**config.mk**
```make
export PLATFORM = sky130hd
export DESIGN_NAME = cfg_key_unlock
export DESIGN_NICKNAME = d
export VERILOG_FILES = /design/src/rtl/cfgkey_pkg.sv /design/src/rtl/cfgkey_decode.sv /design/src/rtl/cfgkey_fsm.sv /design/src/rtl/cfgkey_port_regs.sv /design/src/rtl/cfg_key_unlock.sv
export SDC_FILE = /design/constraint.sdc
export NUM_CORES = 1
export LEC_CHECK = 0
export ABC_AREA = 1
export BUFFER_PORTS_ARGS = -buffer_cell sky130_fd_sc_hd__buf_2
export CORE_MARGIN = 1.5
export CORE_UTILIZATION = 48
export DETAILED_ROUTE_END_ITERATION = 10
export PLACE_DENSITY_LB_ADDON = 0.15
export SLEW_MARGIN = 20
export SYNTH_ARGS = -nofsm -noshare
export SYNTH_HDL_FRONTEND = slang
export SYNTH_HIERARCHICAL = 1
export SYNTH_SLANG_ARGS = --single-unit
```
**constraint.sdc**
```tcl
create_clock -name clk -period 1.32 [get_ports clk]
set_input_delay 0.132 -clock clk [delete_from_list [all_inputs] [get_ports clk]]
set_output_delay 0.132 -clock clk [all_outputs]
set_load 0.01 [all_outputs]
```
**src/rtl/cfgkey_pkg.sv**
```systemverilog
package cfgkey_pkg;

    typedef enum logic [1:0] {
        KS_LOCKED  = 2'd0,
        KS_ARMED   = 2'd1,
        KS_OPEN    = 2'd2,
        KS_CLOSING = 2'd3
    } key_state_t;

endpackage

```
**src/rtl/cfgkey_decode.sv**
```systemverilog
module cfgkey_decode #(
    parameter int              ADDR_W     = 16,
    parameter logic [ADDR_W-1:0] INDEX_PORT = 16'h004E,
    parameter logic [ADDR_W-1:0] DATA_PORT  = 16'h004F
) (
    input  logic              io_wr,
    input  logic              io_rd,
    input  logic [ADDR_W-1:0] io_addr,
    input  logic              pair_en,
    output logic              idx_wr,
    output logic              idx_rd,
    output logic              dat_wr,
    output logic              dat_rd,
    output logic              claim
);

    logic hit_idx;
    logic hit_dat;
    logic rd_only;

    always_comb begin
        hit_idx = pair_en && (io_addr == INDEX_PORT);
        hit_dat = pair_en && (io_addr == DATA_PORT);
        // a write takes precedence over a simultaneous read
        rd_only = io_rd && !io_wr;
        idx_wr  = io_wr && hit_idx;
        dat_wr  = io_wr && hit_dat;
        idx_rd  = rd_only && hit_idx;
        dat_rd  = rd_only && hit_dat;
        claim   = (io_wr || io_rd) && (hit_idx || hit_dat);
    end

endmodule

```
**src/rtl/cfgkey_fsm.sv**
```systemverilog
module cfgkey_fsm
    import cfgkey_pkg::*;
#(
    parameter int                DATA_W  = 8,
    parameter logic [DATA_W-1:0] OPEN_K1 = 8'h80,
    parameter logic [DATA_W-1:0] OPEN_K2 = 8'h86,
    parameter logic [DATA_W-1:0] SHUT_K1 = 8'h68,
    parameter logic [DATA_W-1:0] SHUT_K2 = 8'h08
) (
    input  logic              clk,
    input  logic              rst_n,
    input  logic              idx_wr,
    input  logic [DATA_W-1:0] wdata,
    output key_state_t        state,
    output logic              cfg_active
);

    key_state_t state_nx;

    always_comb begin
        state_nx = state;
        if (idx_wr) begin
            unique case (state)
                KS_LOCKED:  state_nx = (wdata == OPEN_K1) ? KS_ARMED : KS_LOCKED;
                KS_ARMED:   state_nx = (wdata == OPEN_K2) ? KS_OPEN :
                                       (wdata == OPEN_K1) ? KS_ARMED : KS_LOCKED;
                KS_OPEN:    state_nx = (wdata == SHUT_K1) ? KS_CLOSING : KS_OPEN;
                KS_CLOSING: state_nx = (wdata == SHUT_K2) ? KS_LOCKED :
                                       (wdata == SHUT_K1) ? KS_CLOSING : KS_OPEN;
                default:    state_nx = KS_LOCKED;
            endcase
        end
    end

    always_ff @(posedge clk or negedge rst_n) begin
        if (!rst_n) state <= KS_LOCKED;
        else        state <= state_nx;
    end

    always_comb begin
        unique case (state)
            KS_OPEN, KS_CLOSING: cfg_active = 1'b1;
            default:             cfg_active = 1'b0;
        endcase
    end


    lock_hold_chk: assert property (@(posedge clk) disable iff (!rst_n)
        (state == KS_LOCKED && idx_wr && wdata != OPEN_K1) |=> (state == KS_LOCKED));

    open_entry_chk: assert property (@(posedge clk) disable iff (!rst_n)
        (state == KS_ARMED && idx_wr && wdata == OPEN_K2) |=> cfg_active);

    open_hold_chk: assert property (@(posedge clk) disable iff (!rst_n)
        (state == KS_OPEN && idx_wr && wdata != SHUT_K1) |=> (state == KS_OPEN));

    close_done_chk: assert property (@(posedge clk) disable iff (!rst_n)
        (state == KS_CLOSING && idx_wr && wdata == SHUT_K2) |=> !cfg_active);

    state_idle_chk: assert property (@(posedge clk) disable iff (!rst_n)
        !idx_wr |=> $stable(state));

endmodule

```
**src/rtl/cfgkey_port_regs.sv**
```systemverilog
module cfgkey_port_regs #(
    parameter int                DATA_W  = 8,
    parameter logic [DATA_W-1:0] DATA_RD = 8'hFF
) (
    input  logic              clk,
    input  logic              rst_n,
    input  logic              idx_wr,
    input  logic              idx_rd,
    input  logic              dat_wr,
    input  logic              dat_rd,
    input  logic [DATA_W-1:0] wdata,
    input  logic              cfg_active,
    output logic [DATA_W-1:0] rdata,
    output logic              wr_stb,
    output logic [DATA_W-1:0] wr_index,
    output logic [DATA_W-1:0] wr_data
);

    logic [DATA_W-1:0] index_q;

    always_ff @(posedge clk or negedge rst_n) begin
        if (!rst_n)      index_q <= '0;
        else if (idx_wr) index_q <= wdata;
    end

    always_ff @(posedge clk or negedge rst_n) begin
        if (!rst_n) begin
            wr_stb   <= 1'b0;
            wr_index <= '0;
            wr_data  <= '0;
        end else begin
            wr_stb <= dat_wr && cfg_active;
            if (dat_wr && cfg_active) begin
                wr_index <= index_q;
                wr_data  <= wdata;
            end
        end
    end

    always_comb begin
        if (idx_rd)      rdata = index_q;
        else if (dat_rd) rdata = DATA_RD;
        else             rdata = '0;
    end


    stb_gate_chk: assert property (@(posedge clk) disable iff (!rst_n)
        wr_stb |-> $past(cfg_active));

    index_hold_chk: assert property (@(posedge clk) disable iff (!rst_n)
        !idx_wr |=> $stable(index_q));

endmodule

```
**src/rtl/cfg_key_unlock.sv**
```systemverilog
module cfg_key_unlock
    import cfgkey_pkg::*;
#(
    parameter int                ADDR_W     = 16,
    parameter int                DATA_W     = 8,
    parameter logic [ADDR_W-1:0] INDEX_PORT = 16'h004E,
    parameter logic [ADDR_W-1:0] DATA_PORT  = 16'h004F,
    parameter logic [DATA_W-1:0] OPEN_K1    = 8'h80,
    parameter logic [DATA_W-1:0] OPEN_K2    = 8'h86,
    parameter logic [DATA_W-1:0] SHUT_K1    = 8'h68,
    parameter logic [DATA_W-1:0] SHUT_K2    = 8'h08,
    parameter logic [DATA_W-1:0] DATA_RD    = 8'hFF
) (
    input  logic              clk,
    input  logic              rst_n,
    input  logic              io_wr,
    input  logic              io_rd,
    input  logic [ADDR_W-1:0] io_addr,
    input  logic [DATA_W-1:0] io_wdata,
    input  logic              pair_en,
    output logic [DATA_W-1:0] io_rdata,
    output logic              io_claim,
    output logic              cfg_wr_stb,
    output logic [DATA_W-1:0] cfg_wr_index,
    output logic [DATA_W-1:0] cfg_wr_data,
    output logic              cfg_active
);

    logic       idx_wr;
    logic       idx_rd;
    logic       dat_wr;
    logic       dat_rd;
    key_state_t state;

    cfgkey_decode #(
        .ADDR_W     (ADDR_W),
        .INDEX_PORT (INDEX_PORT),
        .DATA_PORT  (DATA_PORT)
    ) u_decode (
        .io_wr   (io_wr),
        .io_rd   (io_rd),
        .io_addr (io_addr),
        .pair_en (pair_en),
        .idx_wr  (idx_wr),
        .idx_rd  (idx_rd),
        .dat_wr  (dat_wr),
        .dat_rd  (dat_rd),
        .claim   (io_claim)
    );

    cfgkey_fsm #(
        .DATA_W  (DATA_W),
        .OPEN_K1 (OPEN_K1),
        .OPEN_K2 (OPEN_K2),
        .SHUT_K1 (SHUT_K1),
        .SHUT_K2 (SHUT_K2)
    ) u_fsm (
        .clk        (clk),
        .rst_n      (rst_n),
        .idx_wr     (idx_wr),
        .wdata      (io_wdata),
        .state      (state),
        .cfg_active (cfg_active)
    );

    cfgkey_port_regs #(
        .DATA_W  (DATA_W),
        .DATA_RD (DATA_RD)
    ) u_regs (
        .clk        (clk),
        .rst_n      (rst_n),
        .idx_wr     (idx_wr),
        .idx_rd     (idx_rd),
        .dat_wr     (dat_wr),
        .dat_rd     (dat_rd),
        .wdata      (io_wdata),
        .cfg_active (cfg_active),
        .rdata      (io_rdata),
        .wr_stb     (cfg_wr_stb),
        .wr_index   (cfg_wr_index),
        .wr_data    (cfg_wr_data)
    );


    claim_gate_chk: assert property (@(posedge clk) disable iff (!rst_n)
        !pair_en |-> !io_claim);

    data_read_chk: assert property (@(posedge clk) disable iff (!rst_n)
        (io_rd && !io_wr && pair_en && io_addr == DATA_PORT) |-> (io_rdata == DATA_RD));

    locked_drop_chk: assert property (@(posedge clk) disable iff (!rst_n)
        (io_wr && io_addr == DATA_PORT && (state == KS_LOCKED || state == KS_ARMED))
            |=> !cfg_wr_stb);

    active_state_chk: assert property (@(posedge clk) disable iff (!rst_n)
        cfg_active |-> (state == KS_OPEN || state == KS_CLOSING));

endmodule

```
==> results of run 1 <==
sequential cells by signal, summed over array words and instances (netlist names):
signal	count
u_regs/index_q	8
u_regs/wr_data	8
u_regs/wr_index	8
u_fsm/state	2
u_regs/wr_stb	1
final cells by class:
cell class | count | area (um^2)
clock buffer | 3 | 22.52
clock inverter | 1 | 7.507
fill | 276 | 930.9
inverter | 26 | 97.59
multi-input combinational | 135 | 649.4
sequential | 27 | 675.6
tap | 31 | 38.79
timing repair buffer | 63 | 382.9
routing by layer:
metal	global-route usage	wire [um]	share of wire	vias up
li1	-	-	-	713
met1	0.2783	1459	0.44	658
met2	0.3425	1633	0.50	43
met3	0.04688	183	0.056	2
met4	0.04319	16	0.0049	0
met5	0	0	0	-
stage by stage:
stage                       util  power (uW)  hold slack, ns  setup TNS [ns]
after CTS                 0.6343        1315         0.05154               0
after detailed placement  0.6191       948.1          0.1707         -0.3548
after global placement    0.6191       946.5          0.1624        -0.07048
final                     0.6682        1320         0.05624        -0.05524
after floorplan                -       872.9         -0.1636               0
after global routing      0.6682        1373         0.06133         -0.8923
layout by cell type, fill, tap and decap left out, drive strengths merged:
master / count
clkinvlp: 1
or2: 1
dlygate4sd3: 1
nand2: 78
clkbuf: 3
o21ai: 8
o21bai: 1
nor2: 21
inv: 26
buf: 62
nand3: 26
dfrtp: 27
power by group through the flow:
stage	registers [uW]	logic [uW]	clock network, uW
after floorplan	843	29.8	0
after global placement	843	104	0
after detailed placement	843	105	0
after CTS	828	108	379
after global routing	828	135	410
final	828	120	372
what timing repair did:
item | 4_1_cts | 5_1_grt
gates cloned | 0 | 0
hold endpoints to repair | 27 | 0
pin swaps | 0 | 11
setup buffers | 0 | 0
setup endpoints to repair | 8 | 8
hold buffers | 1 | 0
resized for setup | 1 | 26
cell families (layout without fill, tap and decap cells):
family                 Yosys count  in the layout  share of synthesized area
AO/OA/AOI/OAI                    9              9                    0.03310
buffers and inverters           34             93                     0.1228
flip-flops                      27             27                     0.4704
AND/OR/NAND/NOR                126            126                     0.3737
worst paths after layout:
check                      cells past startpoint                  to
max                                           10         io_rdata[6]
min                                            3   u_regs/index_q[0]
max reg2reg                                    4  u_regs/wr_index[6]
min reg2reg                                    2  u_regs/wr_index[0]
max in group asynchronous                      2   u_regs/index_q[6]
min in group asynchronous                      2       u_regs/wr_stb
worst reg2reg max path, delay by kind of cell, from the launching register on:
family                 cells  cell delay, ns
buffers and inverters      1            0.26
and+or+nand+nor            3            0.28
DFF                        1            0.45
==> impl_metrics.ini, run 1 <==
[run_status]
status = complete, but fails checks
violations = DRC, setup timing

[floorplanning]
chipWidth_um = 57.71
dieHeight_um = 57.71
start_util = 0.5120
design.die.area_um2 = 3330
num_rows = 19
ioPinCount = 56
core-area_um2 = 2805

[power_and_ir_drop]
leakagePower_uw = 0.001133
vdd_drop_max_v = 0.0004396
combPwrFrac = 0.091
p_clk_frac = 0.282
seqPwrFrac = 0.627
p_sw_frac = 0.2465
p_sw_uw = 325.3
power_density_nw_per_um2 = 704.0
internal-power_uw = 994.3

[timing]
final-setup-viol-count = 7
clock.fmax_ghz = 0.7481
timing.slew.headroom = 0.6023
worst_pin_slew_ns = 0.5966
finalCriticalPeriod_ns = 1.337
rsz0062_at_grt = true
drv_slew = 0
setup_ws_ns = -0.01668
clock_skew_ns = 0.001868
hold_viol_final = 0
finalCritPeriodShare = 1.013

[placement]
place_hpwl_mm = 2.416
post-place-ws_ns = -0.06941
placed_area_um2 = 1737
numPortBuffers = 55
dp_cells = 281
gp_congestion = 0.8607

[worst_setup_path]
startpoint = io_addr[7]
critPathLaunchType = input port
crit_chain = buf_8, nor2_4, nand3_2, nor2_4, nand3_2, nor2_4, buf_6, nand2_2, nand2_1, buf_2
r2r_slack_ns = 0.25
reg2reg_from = u_fsm/state[1]
cp.arrival_ns = 1.20
critical_path.slowest_cell = buf_6
crit_top_cell = nor2_4
critPathMaxFanout = 8
crit_buf_inv = 3
critPathMaxStageDelay_ns = 0.15
crit_path_end_kind = output pin
path_class = input port to output pin
worst_path_dominant_cell_family = simple AND/OR/NAND/NOR gates
worstPathRequired_ns = 1.19

[routing]
wl_per_cell_um = 11.51
detail_route.vias_per_cell = 4.951
vias = 1416
wirelength_mm = 3.292
drtPass1Iterations = 7
drtAntennaViolNets = 0
drc_errors = 2
drt_iter0_drc = 56

[clocking]
htree_levels = 1
numClockSinks = 27
path_clk_slew_ns = 0.15
clock_latency_ns = 0.33
clockBufferDepth = 2
cts_tree = built
cts_buffers = 3
clockRootBuffer = clkbuf_4

[logic_synthesis]
synthesis.nets = 225
synth_top_area_cell = dfrtp_1
synthCells = 196
synth-edff-count = 0
synthTopCellsByCount = nand2_1, dfrtp_1, nand3_1
ys.flop_type = dfrtp_1
synth_seq_area_share = 0.4704
synth_area_um2 = 1436
synth.most_common_cell = nand2_1
avgSynthCellArea_um2 = 7.328
synth_cell_type_count = 16
ys_warn_count = 6
synth_top_area_share = 0.4704
async_flop_share = 1.000
synth_area_leaders = dfrtp_1, nand2_1, nand3_1
synth-seq-cells = 27

[layout]
nNetsFinal = 285
drive_above_1_share = 0.3529
antenna_cells = 0
area_growth_pct = 30.49
fin_area_um2 = 1874
fin_cells = 286

[worst_hold_path]
min_from = io_wdata[0]
hp-class = input port to flip-flop

[global_routing]
antenna_found_initial = 0
track_usage = 0.2063
grt_max_degree = 28
grt_pass1_wl_mm = 5.402
grt_overflow = 0
grt_pass1_vias = 1244

[job]
maxCapViolations = 0
(Power assumes the default switching activity.)
==> run 2, diff against run 1 <==
--- a/config.mk
+++ b/config.mk
@@ -11,6 +11,7 @@
 export CORE_UTILIZATION = 48
 export DETAILED_ROUTE_END_ITERATION = 10
 export PLACE_DENSITY_LB_ADDON = 0.15
+export RECOVER_POWER = 100
 export SLEW_MARGIN = 20
 export SYNTH_ARGS = -nofsm -noshare
 export SYNTH_HDL_FRONTEND = slang
==> impl_metrics.ini, run 2 (same netlist as run 1, synthesis figures left out) <==
[floorplanning]
ioPinCount = 56
start_util = 0.5120
core-area_um2 = 2805
dieHeight_um = 57.71
chipWidth_um = 57.71
design.die.area_um2 = 3330
num_rows = 19

[worst_setup_path]
critPathLaunchType = input port
reg2reg_depth = 4
reg2reg_from = u_fsm/state[1]
startpoint = io_addr[7]
crit_path_end_kind = output pin
worstPathRequired_ns = 1.19
cp.arrival_ns = 1.21
critPathMaxFanout = 8
path_class = input port to output pin

[routing]
drtAntennaViolNets = 0
drc_errors = 2
wl_per_cell_um = 11.45
vias = 1412
drtPass1Iterations = 7
drt_iter0_drc = 55
detail_route.vias_per_cell = 4.937
wirelength_mm = 3.276

[clocking]
clock_latency_ns = 0.33
clockRootBuffer = clkbuf_4
numClockSinks = 27
htree_levels = 1
cts_tree = built
clockBufferDepth = 2
cts_buffers = 3
path_clk_slew_ns = 0.15
cts_setup_buffers = 0

[timing]
rsz0062_at_grt = true
finalCritPeriodShare = 1.013
clock.fmax_ghz = 0.7477
setup_ws_ns = -0.01748
drv_slew = 0
hold_viol_final = 0
clock_skew_ns = 0.002358
finalCriticalPeriod_ns = 1.337
worst_pin_slew_ns = 0.6570
final-setup-viol-count = 8
timing.slew.headroom = 0.5620

[layout]
area_growth_pct = 30.05
largestRegisters = u_regs/index_q (8), u_regs/wr_data (8), u_regs/wr_index (8)
fin_cells = 286
most-common-layout-cells = nand2_1, buf_2, dfrtp_1, inv_1, nand3_1
antenna_cells = 0
drive_above_1_share = 0.3490
area.sequential_um2 = 675.6
nNetsFinal = 285
final_util = 0.6659
multi_input_area_um2 = 649.4
nFillCells = 279
final_common_cell = nand2_1

[worst_hold_path]
min_from = io_wdata[0]
hp-class = input port to flip-flop
holdPathStages = 3

[power_and_ir_drop]
leakagePower_uw = 0.001129
seqPwrFrac = 0.629
p_sw_frac = 0.2447
vdd_drop_max_v = 0.0004371
power_density_nw_per_um2 = 704.6
p_sw_uw = 322.1
internal-power_uw = 994.2
combPwrFrac = 0.091
p_clk_frac = 0.281

[global_routing]
grt_max_degree = 28
grt_pass1_wl_mm = 5.402
grt_pass1_vias = 1244
track_usage = 0.2063
antenna_found_initial = 0
grt_overflow = 0

[placement]
dp_cells = 281
numPortBuffers = 55
gp_congestion = 0.8607
place_hpwl_mm = 2.416

[run_status]
status = complete, but fails checks
violations = DRC, setup timing

[job]
maxCapViolations = 0
run 2: routing by layer:
| metal | GRT usage | up-vias | share of wire |
|---|---|---|---|
| met2 | 0.3425 | 43 | 0.50 |
| met1 | 0.2783 | 653 | 0.44 |
| met4 | 0.04319 | 0 | 0.0049 |
| met3 | 0.04688 | 2 | 0.055 |
| met5 | 0 | - | 0 |
| li1 | - | 714 | - |
run 2: repair_timing:
| item | in CTS | in global routing |
|---|---|---|
| pin swaps | 0 | 11 |
| endpoints found under the setup margin | 8 | 8 |
| gates resized for setup | 1 | 26 |
| hold endpoints to repair | 27 | 0 |
| hold buffers | 1 | 0 |
run 2: worst max-delay path, stage by stage:
cell,delay [ns]
buf_8,0.10
nor2_4,0.09
nand3_2,0.10
nor2_4,0.14
nand3_2,0.11
nor2_4,0.14
buf_6,0.15
nand2_2,0.05
nand2_1,0.05
buf_2,0.12
run 2: stage by stage:
stage          total power (uW)  worst slack [ns]  area (um^2)  setup TNS, ns  hold slack (ns)
2_1_floorplan             872.9           0.01199         1436              0          -0.1636
3_3_place_gp              946.5          -0.03100         1737       -0.07048           0.1624
3_5_place_dp              948.1          -0.06941         1737        -0.3548           0.1707
4_1_cts                    1315          0.006666         1779              0          0.05154
5_1_grt                    1373           -0.1198         1868        -0.8923          0.06133
6_report                   1316          -0.01748         1868       -0.06801          0.05818
run 2: layout make-up:
type                            count  share of cell area
Clock buffer                        3             0.01206
Clock inverter                      1            0.004019
Inverter                           26             0.05224
Multi-Input combinational cell    135              0.3476
Sequential cell                    27              0.3617
Tap cell                           31             0.02076
Timing Repair Buffer               63              0.2016
run 2: path summary, 6_finish.rpt:
path	end	slack, ns
min in group asynchronous	u_regs/wr_stb	0.34
min	u_regs/index_q[0]	0.06
max in group asynchronous	u_regs/wr_index[5]	0.56
max reg2reg	u_regs/wr_index[6]	0.25
min reg2reg	u_regs/wr_index[0]	0.48
max	io_rdata[6]	-0.02
run 2: power groups by stage:
stage	sequential, uW	clock, uW	combinational (uW)
after floorplan	843	0	29.8
after global placement	843	0	104
after detailed placement	843	0	105
after CTS	828	379	108
after global routing	828	410	135
final	828	369	119
